**src/rtl/ucx_pkg.sv**
```systemverilog
package ucx_pkg;
  localparam int LANES = 8;
  localparam int DW    = 64;
  localparam int OFS_W = 3;

  typedef enum logic [1:0] {
    SZ_1B = 2'd0,
    SZ_2B = 2'd1,
    SZ_4B = 2'd2,
    SZ_8B = 2'd3
  } ucx_size_e;

  typedef enum logic [1:0] {
    ST_IDLE = 2'd0,
    ST_REQ  = 2'd1,
    ST_WAIT = 2'd2
  } ucx_state_e;

  // number of bytes touched by an access of the given size code
  function automatic int size_bytes(ucx_size_e s);
    return 1 << int'(s);
  endfunction

  // an access spans two bus words when its last byte falls past lane 7
  function automatic logic span_crosses(logic [OFS_W-1:0] ofs, ucx_size_e s);
    return (int'(ofs) + size_bytes(s)) > LANES;
  endfunction

  // lane is part of the access window starting at ofs
  function automatic logic lane_on(int lane, logic [OFS_W-1:0] ofs, ucx_size_e s);
    return (lane >= int'(ofs)) && (lane < int'(ofs) + size_bytes(s));
  endfunction

  // big-endian steering: first lane of the window carries the top source byte
  function automatic logic [7:0] store_byte(int lane, logic [DW-1:0] src,
                                            logic [OFS_W-1:0] ofs, ucx_size_e s);
    int pos;
    int sel;
    pos = lane - int'(ofs);
    sel = size_bytes(s) - 1 - pos;
    if (lane_on(lane, ofs, s) && sel >= 0 && sel < LANES)
      return src[8*sel +: 8];
    return 8'h00;
  endfunction

  // result byte k (k=0 is least significant) gathered from its bus lane
  function automatic logic [7:0] load_byte(int k, logic [DW-1:0] rdata,
                                           logic [OFS_W-1:0] ofs, ucx_size_e s);
    int lane;
    lane = int'(ofs) + size_bytes(s) - 1 - k;
    if (k < size_bytes(s) && lane >= 0 && lane < LANES)
      return rdata[8*lane +: 8];
    return 8'h00;
  endfunction
endpackage

```
**src/rtl/ucx_agen.sv**
```systemverilog
module ucx_agen
  import ucx_pkg::*;
#(
  parameter int ADDR_W = 64,
  parameter int SEL_W  = 5
) (
  input  logic [SEL_W-1:0]  base_sel,
  input  logic [ADDR_W-1:0] base_val,
  input  logic [ADDR_W-1:0] index_val,
  input  ucx_size_e         size,
  input  logic [DW-1:0]     src_val,
  output logic [ADDR_W-1:0] ea,
  output logic [LANES-1:0]  lane_be,
  output logic [DW-1:0]     lane_wdata,
  output logic              crosses
);
  logic [ADDR_W-1:0] base_op;
  logic [OFS_W-1:0]  ofs;

  // a zero base field means the constant zero, not register zero
  assign base_op = (base_sel == '0) ? '0 : base_val;
  assign ea      = base_op + index_val;
  assign ofs     = ea[OFS_W-1:0];
  assign crosses = span_crosses(ofs, size);

  for (genvar k = 0; k < LANES; k++) begin : g_lane
    assign lane_be[k]          = lane_on(k, ofs, size);
    assign lane_wdata[8*k +: 8] = store_byte(k, src_val, ofs, size);
  end
endmodule

```
**src/rtl/ucx_load_merge.sv**
```systemverilog
module ucx_load_merge
  import ucx_pkg::*;
(
  input  logic [DW-1:0]    rdata,
  input  logic [OFS_W-1:0] ofs,
  input  ucx_size_e        size,
  output logic [DW-1:0]    merged
);
  for (genvar k = 0; k < LANES; k++) begin : g_byte
    assign merged[8*k +: 8] = load_byte(k, rdata, ofs, size);
  end
endmodule

```
**src/rtl/ucx_bus_seq.sv**
```systemverilog
module ucx_bus_seq
  import ucx_pkg::*;
#(
  parameter int ADDR_W = 64
) (
  input  logic              clk,
  input  logic              rst_n,
  input  logic              op_valid,
  input  logic              op_store,
  input  ucx_size_e         op_size,
  input  logic [ADDR_W-1:0] ea,
  input  logic [LANES-1:0]  lane_be,
  input  logic [DW-1:0]     lane_wdata,
  input  logic              crosses,
  input  logic [DW-1:0]     merged,
  input  logic              req_ready,
  input  logic              rsp_valid,
  output logic              accept_evt,
  output logic              busy,
  output logic              done,
  output logic              result_valid,
  output logic [DW-1:0]     result,
  output logic              align_err,
  output logic              req_valid,
  output logic [ADDR_W-1:0] req_addr,
  output logic              req_write,
  output logic [LANES-1:0]  req_be,
  output logic [DW-1:0]     req_wdata,
  output logic [OFS_W-1:0]  lat_ofs,
  output ucx_size_e         lat_size
);
  ucx_state_e state_q;
  logic       issue_evt;
  logic       resp_evt;

  assign busy       = (state_q != ST_IDLE);
  assign accept_evt = op_valid && !busy;
  assign req_valid  = (state_q == ST_REQ);
  assign issue_evt  = req_valid && req_ready;
  assign resp_evt   = (state_q == ST_WAIT) && rsp_valid;

  always_ff @(posedge clk) begin
    if (!rst_n) begin
      state_q      <= ST_IDLE;
      done         <= 1'b0;
      result_valid <= 1'b0;
      result       <= '0;
      align_err    <= 1'b0;
      req_addr     <= '0;
      req_write    <= 1'b0;
      req_be       <= '0;
      req_wdata    <= '0;
      lat_ofs      <= '0;
      lat_size     <= SZ_1B;
    end else begin
      done         <= 1'b0;
      result_valid <= 1'b0;
      align_err    <= 1'b0;
      unique case (state_q)
        ST_IDLE: begin
          if (accept_evt) begin
            if (crosses) begin
              align_err <= 1'b1;
            end else begin
              req_addr  <= ea;
              req_write <= op_store;
              req_be    <= lane_be;
              req_wdata <= op_store ? lane_wdata : '0;
              lat_ofs   <= ea[OFS_W-1:0];
              lat_size  <= op_size;
              state_q   <= ST_REQ;
            end
          end
        end
        ST_REQ: begin
          if (issue_evt) state_q <= ST_WAIT;
        end
        ST_WAIT: begin
          if (resp_evt) begin
            state_q <= ST_IDLE;
            done    <= 1'b1;
            if (!req_write) begin
              result       <= merged;
              result_valid <= 1'b1;
            end
          end
        end
        default: state_q <= ST_IDLE;
      endcase
    end
  end
endmodule

```
**src/rtl/ucx_ldst_unit.sv**
```systemverilog
module ucx_ldst_unit
  import ucx_pkg::*;
#(
  parameter int ADDR_W = 64,
  parameter int SEL_W  = 5
) (
  input  logic              clk,
  input  logic              rst_n,
  input  logic              op_valid,
  input  logic              op_store,
  input  logic [1:0]        op_size,
  input  logic [SEL_W-1:0]  op_base_sel,
  input  logic [ADDR_W-1:0] op_base_val,
  input  logic [ADDR_W-1:0] op_index_val,
  input  logic [63:0]       op_src_val,
  output logic              busy,
  output logic              done,
  output logic              result_valid,
  output logic [63:0]       result,
  output logic              align_err,
  output logic              req_valid,
  input  logic              req_ready,
  output logic [ADDR_W-1:0] req_addr,
  output logic              req_write,
  output logic [7:0]        req_be,
  output logic [63:0]       req_wdata,
  input  logic              rsp_valid,
  input  logic [63:0]       rsp_rdata
);
  ucx_size_e         size_in;
  logic [ADDR_W-1:0] ea;
  logic [LANES-1:0]  lane_be;
  logic [DW-1:0]     lane_wdata;
  logic              cross_evt;
  logic              accept_evt;
  logic [DW-1:0]     merged;
  logic [OFS_W-1:0]  lat_ofs;
  ucx_size_e         lat_size;

  assign size_in = ucx_size_e'(op_size);

  ucx_agen #(.ADDR_W(ADDR_W), .SEL_W(SEL_W)) u_agen (
    .base_sel   (op_base_sel),
    .base_val   (op_base_val),
    .index_val  (op_index_val),
    .size       (size_in),
    .src_val    (op_src_val),
    .ea         (ea),
    .lane_be    (lane_be),
    .lane_wdata (lane_wdata),
    .crosses    (cross_evt)
  );

  ucx_load_merge u_merge (
    .rdata  (rsp_rdata),
    .ofs    (lat_ofs),
    .size   (lat_size),
    .merged (merged)
  );

  ucx_bus_seq #(.ADDR_W(ADDR_W)) u_seq (
    .clk          (clk),
    .rst_n        (rst_n),
    .op_valid     (op_valid),
    .op_store     (op_store),
    .op_size      (size_in),
    .ea           (ea),
    .lane_be      (lane_be),
    .lane_wdata   (lane_wdata),
    .crosses      (cross_evt),
    .merged       (merged),
    .req_ready    (req_ready),
    .rsp_valid    (rsp_valid),
    .accept_evt   (accept_evt),
    .busy         (busy),
    .done         (done),
    .result_valid (result_valid),
    .result       (result),
    .align_err    (align_err),
    .req_valid    (req_valid),
    .req_addr     (req_addr),
    .req_write    (req_write),
    .req_be       (req_be),
    .req_wdata    (req_wdata),
    .lat_ofs      (lat_ofs),
    .lat_size     (lat_size)
  );
endmodule

```
**config.mk**
```make
export PLATFORM = sky130hd
export DESIGN_NAME = ucx_ldst_unit
export DESIGN_NICKNAME = d
export VERILOG_FILES = /design/src/rtl/ucx_pkg.sv /design/src/rtl/ucx_agen.sv /design/src/rtl/ucx_load_merge.sv /design/src/rtl/ucx_bus_seq.sv /design/src/rtl/ucx_ldst_unit.sv
export SDC_FILE = /design/constraint.sdc
export NUM_CORES = 1
export LEC_CHECK = 0
export BUFFER_PORTS_ARGS = -buffer_cell sky130_fd_sc_hd__buf_2
export CORE_MARGIN = 5
export CORE_UTILIZATION = 61
export DETAILED_ROUTE_END_ITERATION = 10
export GPL_TIMING_DRIVEN = 0
export PLACE_DENSITY = 0.87
export SYNTH_ARGS = -nofsm -noshare
export SYNTH_HDL_FRONTEND = slang
export SYNTH_HIERARCHICAL = 1
export SYNTH_SLANG_ARGS = --single-unit
```
**constraint.sdc**
```tcl
create_clock -name clk -period 14.6 [get_ports clk]
set_clock_uncertainty 0.05 [all_clocks]
set_input_delay 4.38 -clock clk [delete_from_list [all_inputs] [get_ports clk]]
set_output_delay 4.38 -clock clk [all_outputs]
set_load 0.005 [all_outputs]
```
==> results of run 1 <==
[per-layer routing]
metal,vias up,part of all wire [%],track usage (%)
li1,10300,-,-
met1,10700,36,49.3
met2,1614,45,67.3
met3,390,11,9.27
met4,2,8.4,26.3
met5,-,0.014,0
[registers in the layout (all words and copies together), names as in the netlist]
register / count
u_seq/result_valid: 1
u_seq/result: 64
u_seq/state_q: 2
u_seq/req_be: 8
u_seq/align_err: 1
u_seq/done: 1
u_seq/req_addr: 64
u_seq/req_write: 1
u_seq/req_wdata: 64
u_seq/lat_size: 2
[cell usage after synthesis, types with 17 or more instances]
| library cell | n | share of area [%] |
|---|---|---|
| nor2b_1 | 89 | 2.7 |
| ha_1 | 136 | 8.1 |
| mux2_2 | 22 | 1.2 |
| dfxtp_1 | 208 | 20 |
| xor2_1 | 28 | 1.2 |
| nand2_1 | 584 | 10 |
| xnor2_1 | 52 | 2.2 |
| nand2b_1 | 18 | 0.54 |
| inv_1 | 58 | 1.0 |
| a21oi_1 | 213 | 5.1 |
| nand3_1 | 96 | 2.3 |
| o21a_1 | 22 | 0.79 |
| a22oi_1 | 26 | 0.93 |
| a21o_1 | 37 | 1.3 |
| buf_2 | 23 | 0.55 |
| nand4_1 | 19 | 0.57 |
| clkbuf_1 | 104 | 1.9 |
| o21ai_0 | 84 | 2.0 |
| buf_4 | 17 | 0.61 |
| mux4_2 | 85 | 9.1 |
| mux2i_1 | 298 | 14 |
| nor2_1 | 131 | 2.3 |
[cell families after synthesis]
group / after synthesis / share of synthesized area (%)
adder cells (fa/ha/maj): 145 / 8.99
AO/OA/AOI/OAI: 515 / 15.8
other: 1 / 0.0179
multiplexers: 406 / 24.6
XOR/XNOR: 82 / 3.50
AND/OR/NAND/NOR: 1030 / 21.9
flip-flops: 208 / 19.9
buffers and inverters: 231 / 5.26
[power by group]
part | total [W] | switching [W] | internal (W)
clock network | 0.000616 | 0.000273 | 0.000343
logic | 0.00211 | 0.00130 | 0.000819
registers | 0.000625 | 0.0000259 | 0.000599
total | 0.00335 | 0.00159 | 0.00176
[per-stage QoR]
step	hold WS [ns]	setup WS (ns)
2_1_floorplan	0.398	5.06
3_3_place_gp	0.388	3.01
3_5_place_dp	0.393	2.78
4_1_cts	0.404	3.33
5_1_grt	0.424	3.65
6_report	0.403	3.94
[worst reg2reg max path, stage by stage (launching register included)]
cell and delay [ns]:
dfxtp_1 0.39, or2_2 0.33, ha_1 0.18, inv_1 0.05, ha_1 0.21, fa_1 0.53, buf_2 0.31, inv_1 0.12
clkbuf_1 0.56, ha_1 0.43, o21ai_0 0.14, a221o_1 0.28, o21a_1 0.28, a2111oi_0 1.19, nand2_1 0.14, mux2i_1 0.20
[worst paths after layout]
check	end	slack [ns]	cells after the start
worst min register to register	u_seq/req_addr[6]	0.40	2
worst max-delay path	u_seq/req_wdata[16]	3.94	21
worst max register to register	u_seq/result[38]	9.13	15
worst min-delay path	u_seq/req_addr[6]	0.40	2
[layout make-up]
type	count	area, um2	share of cell area, %
clock buffers	32	662	2.68
flip-flops and latches	208	4160	16.8
clock inverters	13	134	0.542
inverters	62	235	0.952
diodes	4	10.0	0.0405
plain buffers	169	867	3.51
multi-input cells	2190	15700	63.6
repair buffers	473	2370	9.59
well taps	448	561	2.27
==> impl_metrics.py, run 1 <==
metrics = {
    "status": {
        "status": "complete, but fails checks",
        "failed_checks": "max-capacitance violations",
    },
    "floorplan": {
        "ios": 475,
        "die_h_um": 195,
        "die-area_mm2": 0.0381,
        "start_util_pct": 62.1,
        "dieWidth_um": 195,
        "row_count": 67,
        "core_area_mm2": 0.0337,
    },
    "sta": {
        "min_period_over_period_pct": 73.0,
        "slew_violations": 0,
        "relSlewSlack_pct": 0.729,
        "worst_slew_pin_slew_ns": 1.45,
        "max_freq_mhz": 93.8,
        "finalSetupViolCount": 0,
        "finalHoldViolCount": 0,
        "tns_ns": 0,
        "grt_setup_unrepaired": "false",
        "post-route-min-period_ns": 10.66,
    },
    "setup_path": {
        "worstPathRequired_ns": 15.04,
        "path_cells": "buf_2 > or4_1 > nor2_1 > clkbuf_1 > nor2b_1 > ha_1 > fa_1 > xor2_1 > buf_4 > inv_1 > ha_1 > a21o_1 > ha_1 > inv_1 > nor4_1 > a31oi_1 > nor4_1 > nand2_1 > a21oi_1 > nand3_1 > mux2i_1",
        "reg2reg_from": "u_seq/lat_size[0]",
        "cp_slowest_cell": "nor2_1",
        "cpPeakStageDelay_ns": 0.56,
        "critPathKind": "in2reg",
        "path_max_fanout": 14,
        "cpMostUsedCell": "ha_1",
        "critPathBufInv": 5,
        "endpoint_kind": "flop",
        "start_kind": "input port",
        "critPathTopFamily": "simple AND/OR/NAND/NOR gates",
        "arrival_ns": 11.10,
        "setup.worst_path.start": "op_base_sel[0]",
    },
    "yosys": {
        "avgSynthCellArea_um2": 8.00,
        "seq_area_frac_synth_pct": 19.9,
        "synth_edf_count": 0,
        "yosys_warnings": 6,
        "syn_area_mm2": 0.0209,
        "ys.flop_type": "dfxtp_1",
        "synth_seq_cells": 208,
        "ys_async_sr_fraction_pct": 0,
        "syn_inst": 2618,
        "synth_cell_type_count": 99,
    },
    "clock_tree": {
        "tritoncts": "yes",
        "cts_buffers": 25,
        "cts_resized": 0,
        "cts_hold_buf": 0,
        "post_cts_buffers": 0,
        "insertion_delay_ns": 0.56,
        "cts_sinks": 208,
        "path_clk_slew_ns": 0.06,
        "cts_root_buffer": "clkbuf_16",
        "htree_levels": 1,
        "clk_path_buf_depth": 3,
    },
    "drt": {
        "routed_via_density": 6.40,
        "drt-wirelength-per-cell_um": 23.3,
        "wl_mm": 83.9,
        "via_count": 23000,
        "detail_route.drc_violations": 0,
        "drtAntennaViolNets": 0,
        "dr.first_iter.drc_count": 2513,
        "drt_pass1_iterations": 6,
    },
    "worst_hold_path": {
        "hp-class": "reg2reg",
        "worstHoldStart": "u_seq/req_addr[6]",
    },
    "placement": {
        "dp.cells": 3549,
        "placed_cell_area_mm2": 0.0239,
        "portBuffers": 472,
        "dpl.hpwl_mm": 68.0,
        "gp_congestion": 1.13,
    },
    "global_route": {
        "grt_pass1_wl_mm": 127,
        "grt_pass1_vias": 22600,
        "grt_usage_pct": 41.3,
        "antenna_found_initial": 5,
        "grt-ovfl-total": 0,
        "grt_max_degree": 15,
    },
    "power_and_ir_drop": {
        "ir_drop_mv": 0.125,
        "p_total_w": 0.00335,
        "powerDensity_mw_per_mm2": 136,
        "p_leak_nw": 10.8,
    },
    "layout": {
        "final_common_cell": "nand2_1",
        "n_fill_cell": 2657,
        "final_cells": 3599,
        "layout_common_cells": "584 x nand2_1, 495 x buf_2, 298 x mux2i_1",
        "final_util_pct": 73.3,
        "drive_above_1_share_pct": 23.1,
        "final_cell_area_mm2": 0.0247,
        "area_delta_synth_final_pct": 18.0,
        "nNetsFinal": 3543,
    },
    "run": {
        "maxCapViolCount": 1,
    },
}
No activity file was read; power rests on OpenSTA's default activity.
==> inputs of run 2 (changes only) <==
CORE_UTILIZATION = 51   (was 61)
PLACE_DENSITY = 0.77   (was 0.87)
clock period = 9.55 ns   (was 14.6 ns; I/O delays follow)
==> run 2 against run 1 <==
  * The run now ends clean
  * Final area increased by 0.81%
  * Routed wire length up 3.7%
  * Utilization shrank 12 points
  * Setup slack worse by 3.5 ns
  * Sequential share of layout area shrank 0.14 points
  * Combinational power increased by 54%
  * Die area rose by 19%
  * Sequential power up 52%
  * Via count decreased by 2.9%
  * Critical endpoint is now u_seq/req_wdata[22]
  * Highest routed layer unchanged
==> impl_metrics.py, run 2 (synthesized netlist as in run 1, its figures left out) <==
metrics = {
    "placement": {
        "portBuffers": 472,
        "placed_cell_area_mm2": 0.0240,
        "pre_cts_ws_ns": -0.930,
        "dpl.hpwl_mm": 71.4,
        "gp_congestion": 1.02,
    },
    "layout": {
        "final_common_cell": "nand2_1",
        "final_cell_area_mm2": 0.0249,
        "area_delta_synth_final_pct": 19.0,
        "drive_above_1_share_pct": 23.2,
        "nNetsFinal": 3543,
        "final_util_pct": 61.2,
        "reg.largest.list": "u_seq/req_addr x64, u_seq/req_wdata x64, u_seq/result x64",
        "n_fill_cell": 3765,
        "layout_common_cells": "584 x nand2_1, 495 x buf_2, 298 x mux2i_1",
    },
    "setup_path": {
        "endpoint_kind": "flop",
        "start_kind": "input port",
        "arrival_ns": 9.61,
        "cpPeakStageDelay_ns": 0.62,
        "critPathKind": "in2reg",
        "cpMostUsedCell": "ha_1",
        "path_max_fanout": 14,
        "critPathTopFamily": "simple AND/OR/NAND/NOR gates",
        "cp_slowest_cell": "nor2_1",
        "path_cells": "buf_2 > or4_1 > nor2_1 > clkbuf_1 > nor2b_1 > ha_1 > fa_1 > xor2_4 > inv_1 > ha_1 > a21o_1 > ha_1 > inv_1 > nor4_1 > a31oi_1 > nor4_1 > nand2_1 > a21oi_1 > nand3_1 > mux2i_1",
        "critPathBufInv": 4,
        "reg2reg_depth": 15,
        "crit_cells": 20,
        "worstPathRequired_ns": 10.00,
    },
    "power_and_ir_drop": {
        "ir_drop_mv": 0.171,
        "powerDensity_mw_per_mm2": 210,
        "p_leak_nw": 10.9,
    },
    "clock_tree": {
        "path_clk_slew_ns": 0.07,
        "cts_sinks": 208,
        "post_cts_buffers": 0,
        "tritoncts": "yes",
        "cts_hold_buf": 0,
        "clk_path_buf_depth": 3,
        "cts_buffers": 26,
        "htree_levels": 1,
        "cts_root_buffer": "clkbuf_16",
        "insertion_delay_ns": 0.58,
    },
    "drt": {
        "drt_pass1_iterations": 7,
        "wl_mm": 87.0,
        "via_count": 22400,
        "dr.first_iter.drc_count": 2130,
        "drt-wirelength-per-cell_um": 23.6,
        "detail_route.drc_violations": 0,
        "routed_via_density": 6.08,
        "drtAntennaViolNets": 0,
    },
    "floorplan": {
        "row_count": 74,
        "dieWidth_um": 213,
        "die_h_um": 213,
        "start_util_pct": 51.4,
        "ios": 475,
        "die-area_mm2": 0.0452,
        "core_area_mm2": 0.0407,
    },
    "status": {
        "status": "complete, no violations",
    },
    "sta": {
        "finalHoldViolCount": 0,
        "post-route-min-period_ns": 9.15,
        "finalSetupViolCount": 0,
        "worst_slew_pin_slew_ns": 1.34,
        "slew_violations": 0,
        "finalHoldWorstSlack_ns": 0.401,
        "min_period_over_period_pct": 95.8,
        "tns_ns": 0,
        "relSlewSlack_pct": 8.28,
        "setup_ws_ns": 0.398,
        "grt_setup_unrepaired": "false",
        "max_freq_mhz": 109,
    },
    "global_route": {
        "grt_pass1_wl_mm": 129,
        "antenna_found_initial": 6,
        "grt_usage_pct": 36.6,
        "grt-ovfl-total": 0,
        "grt_max_degree": 15,
        "grt_pass1_vias": 22200,
    },
    "worst_hold_path": {
        "hp-class": "reg2reg",
        "hold_depth": 2,
    },
    "run": {
        "maxCapViolCount": 0,
    },
}
run 2: final timing paths:
kind                       from                  end  slack [ns]
min reg2reg  u_seq/req_addr[62]   u_seq/req_addr[62]        0.40
min          u_seq/req_addr[62]   u_seq/req_addr[62]        0.40
max reg2reg   u_seq/lat_size[0]     u_seq/result[33]        4.22
max              op_base_sel[3]  u_seq/req_wdata[22]        0.40
run 2: worst min-delay path: cells and delay by family (launching register included):
kind / cells / cell delay (ns)
AND/OR/NAND/NOR: 1 / 0.05
multiplexers: 1 / 0.05
flip-flops: 1 / 0.31
run 2: final cells by class:
| cell class | instances | area (um2) | share of cell area (%) |
|---|---|---|---|
| Antenna cell | 4 | 10.0 | 0.0402 |
| Tap cell | 532 | 666 | 2.67 |
| Buffer | 169 | 867 | 3.48 |
| Clock buffer | 35 | 734 | 2.95 |
| Sequential cell | 208 | 4160 | 16.7 |
| Multi-Input combinational cell | 2190 | 15700 | 63.1 |
| Clock inverter | 13 | 146 | 0.587 |
| Timing Repair Buffer | 472 | 2360 | 9.48 |
| Inverter | 62 | 235 | 0.944 |
run 2: power by group:
group / switching [W] / internal (W)
Clock: 0.000438 / 0.000597
Sequential: 0.0000321 / 0.000916
Combinational: 0.00200 / 0.00125
Total: 0.00247 / 0.00276
run 2: metrics by stage:
stage,std cells,total power [W]
2_1_floorplan,2629,0.00323
3_3_place_gp,3633,0.00407
3_5_place_dp,3633,0.00411
4_1_cts,3681,0.00515
5_1_grt,3685,0.00550
6_report,3685,0.00523
run 2: metal layers:
layer | track usage, % | part of all wire, % | vias to the layer above
met5 | 0 | 0.030 | -
li1 | - | - | 10400
met1 | 44.4 | 38 | 10500
met4 | 18.9 | 6.3 | 4
met3 | 6.70 | 9.1 | 255
met2 | 62.1 | 47 | 1234
run 2: what timing repair did:
| item | CTS | global route |
|---|---|---|
| endpoints found under the setup margin | 15 | 7 |
| resized for setup | 1 | 1 |
| pin swaps | 0 | 0 |
==> inputs of run 3 (changes only) <==
BUFFER_PORTS_ARGS = -buffer_cell sky130_fd_sc_hd__clkbuf_2   (was -buffer_cell sky130_fd_sc_hd__buf_2)
CORE_UTILIZATION = 30   (was 51)
PLACE_DENSITY = 0.49   (was 0.77)
==> run 3 against run 2 <==
  * Flip-flop and latch count unchanged
  * Count of clock-buffer cells in the layout fell by 4
  * Sequential share of layout area decreased by 0.46 points
  * Combinational power about the same
  * Routed wire length is 3.9% higher
  * Maximum frequency is 4.9% higher
  * Hold slack better by 0.0028 ns
==> impl_metrics.py, run 3 (synthesized netlist as in run 1, its figures left out) <==
metrics = {
    "drt": {
        "drtAntennaViolNets": 0,
        "detail_route.drc_violations": 0,
        "drt-wirelength-per-cell_um": 22.1,
        "dr.first_iter.drc_count": 1627,
        "wl_mm": 90.4,
        "routed_via_density": 5.24,
        "via_count": 21400,
        "drt_pass1_iterations": 5,
    },
    "clock_tree": {
        "cts_hold_buf": 0,
        "clk_path_buf_depth": 3,
        "path_clk_slew_ns": 0.06,
        "htree_levels": 1,
        "cts_root_buffer": "clkbuf_16",
        "cts_buffers": 28,
        "cts_sinks": 208,
        "tritoncts": "yes",
        "cts_resized": 1,
        "post_cts_buffers": 0,
        "insertion_delay_ns": 0.59,
    },
    "setup_path": {
        "setup.worst_path.start": "op_base_sel[0]",
        "arrival_ns": 9.20,
        "start_kind": "input port",
        "path_max_fanout": 14,
        "critPathKind": "in2reg",
        "reg2reg_depth": 15,
        "endpoint_kind": "flop",
        "reg2reg_from": "u_seq/lat_size[0]",
        "worstPathRequired_ns": 10.03,
    },
    "global_route": {
        "grt_pass1_wl_mm": 133,
        "grt_max_degree": 16,
        "grt_usage_pct": 22.8,
        "antenna_found_initial": 5,
        "grt_pass1_vias": 20700,
        "grt-ovfl-total": 0,
    },
    "placement": {
        "dpl.hpwl_mm": 74.7,
        "gp_congestion": 0.939,
        "portBuffers": 472,
        "placed_cell_area_mm2": 0.0245,
    },
    "sta": {
        "finalSetupViolCount": 0,
        "max_freq_mhz": 115,
        "finalHoldViolCount": 0,
        "min_period_over_period_pct": 91.4,
        "worst_slew_pin_slew_ns": 1.17,
        "slew_violations": 0,
        "grt_setup_unrepaired": "false",
        "post-route-min-period_ns": 8.73,
        "finalHoldWorstSlack_ns": 0.404,
        "relSlewSlack_pct": 20.1,
    },
    "layout": {
        "layout_common_cells": "584 x nand2_1, 475 x clkbuf_2, 298 x mux2i_1",
        "nNetsFinal": 3545,
        "final_common_cell": "nand2_1",
        "final_cell_area_mm2": 0.0256,
        "final_util_pct": 37.2,
        "area_delta_synth_final_pct": 22.3,
        "reg.largest.list": "u_seq/req_addr x64, u_seq/req_wdata x64, u_seq/result x64",
        "drive_above_1_share_pct": 23.4,
    },
    "worst_hold_path": {
        "hp-class": "reg2reg",
        "hold_depth": 2,
        "worstHoldStart": "u_seq/req_be[4]",
    },
    "power_and_ir_drop": {
        "powerDensity_mw_per_mm2": 212,
        "p_total_w": 0.00542,
        "ir_drop_mv": 0.126,
        "p_leak_nw": 10.8,
    },
    "status": {
        "status": "complete, no violations",
    },
    "floorplan": {
        "row_count": 96,
        "die-area_mm2": 0.0752,
        "start_util_pct": 30.4,
        "die_h_um": 274,
        "dieWidth_um": 274,
        "ios": 475,
        "core_area_mm2": 0.0689,
    },
    "run": {
        "maxCapViolCount": 0,
    },
}
## run 3: cell types whose count changed in the layout (fill, tap and decap cells not counted)
cell	before	now
buf_2	495	23
bufinv_16	2	8
clkbuf_1	108	105
clkbuf_16	26	28
clkbuf_2	3	475
clkbuf_8	5	2
clkinv_16	0	1
clkinv_2	3	5
clkinv_4	0	1
clkinv_8	1	0
clkinvlp_4	5	4
diode_2	4	3
## run 3: final cells by class
type	instances	area [um2]
fillers	7436	43300
multi-input cells	2190	15700
flip-flops and latches	208	4160
repair buffers	472	2360
well taps	931	1160
plain buffers	169	867
clock buffers	31	732
clock inverters	21	352
inverters	62	235
diodes	3	7.51
## run 3: stage by stage
stage               setup slack (ns)  TNS [ns]  std cells
floorplan                       1.52         0       2629
global placement              -0.750    -16.42       4032
detailed placement            -0.645    -13.11       4032
CTS                            0.539         0       4084
global route                   0.298         0       4086
finish                         0.822         0       4087
## run 3: power breakdown
| part | switching, W | leakage, nW | total (W) | internal, W |
|---|---|---|---|---|
| Combinational | 0.00198 | 8.65 | 0.00324 | 0.00125 |
| Sequential | 0.0000307 | 1.69 | 0.000946 | 0.000916 |
| Clock | 0.000466 | 0.518 | 0.00124 | 0.000774 |
## run 3: worst paths after layout
path / endpoint / slack [ns]
min reg2reg: u_seq/req_be[4] / 0.40
max reg2reg: u_seq/result[60] / 4.54
max: u_seq/req_wdata[23] / 0.82
min: u_seq/req_be[4] / 0.40
## run 3: per-layer routing
metal,global-route usage [%],up-vias,part of all wire (%)
met5,0,-,0.024
met4,6.74,4,3.3
met3,3.86,124,6.8
met2,38.1,813,47
met1,30.3,10100,43
li1,-,10400,-
## run 3: critical path, cell delays in order
cell	delay [ns]
clkbuf_2	0.08
or4_1	0.58
nor2_1	0.58
clkbuf_1	0.48
nor2b_1	0.12
ha_1	0.25
fa_1	0.50
xor2_4	0.49
inv_1	0.42
ha_1	0.46
a21o_1	0.30
ha_1	0.37
inv_1	0.09
nor4_1	0.23
a31oi_1	0.12
nor4_1	0.25
nand2_1	0.31
a21oi_1	0.41
nand3_1	0.12
mux2i_1	0.16
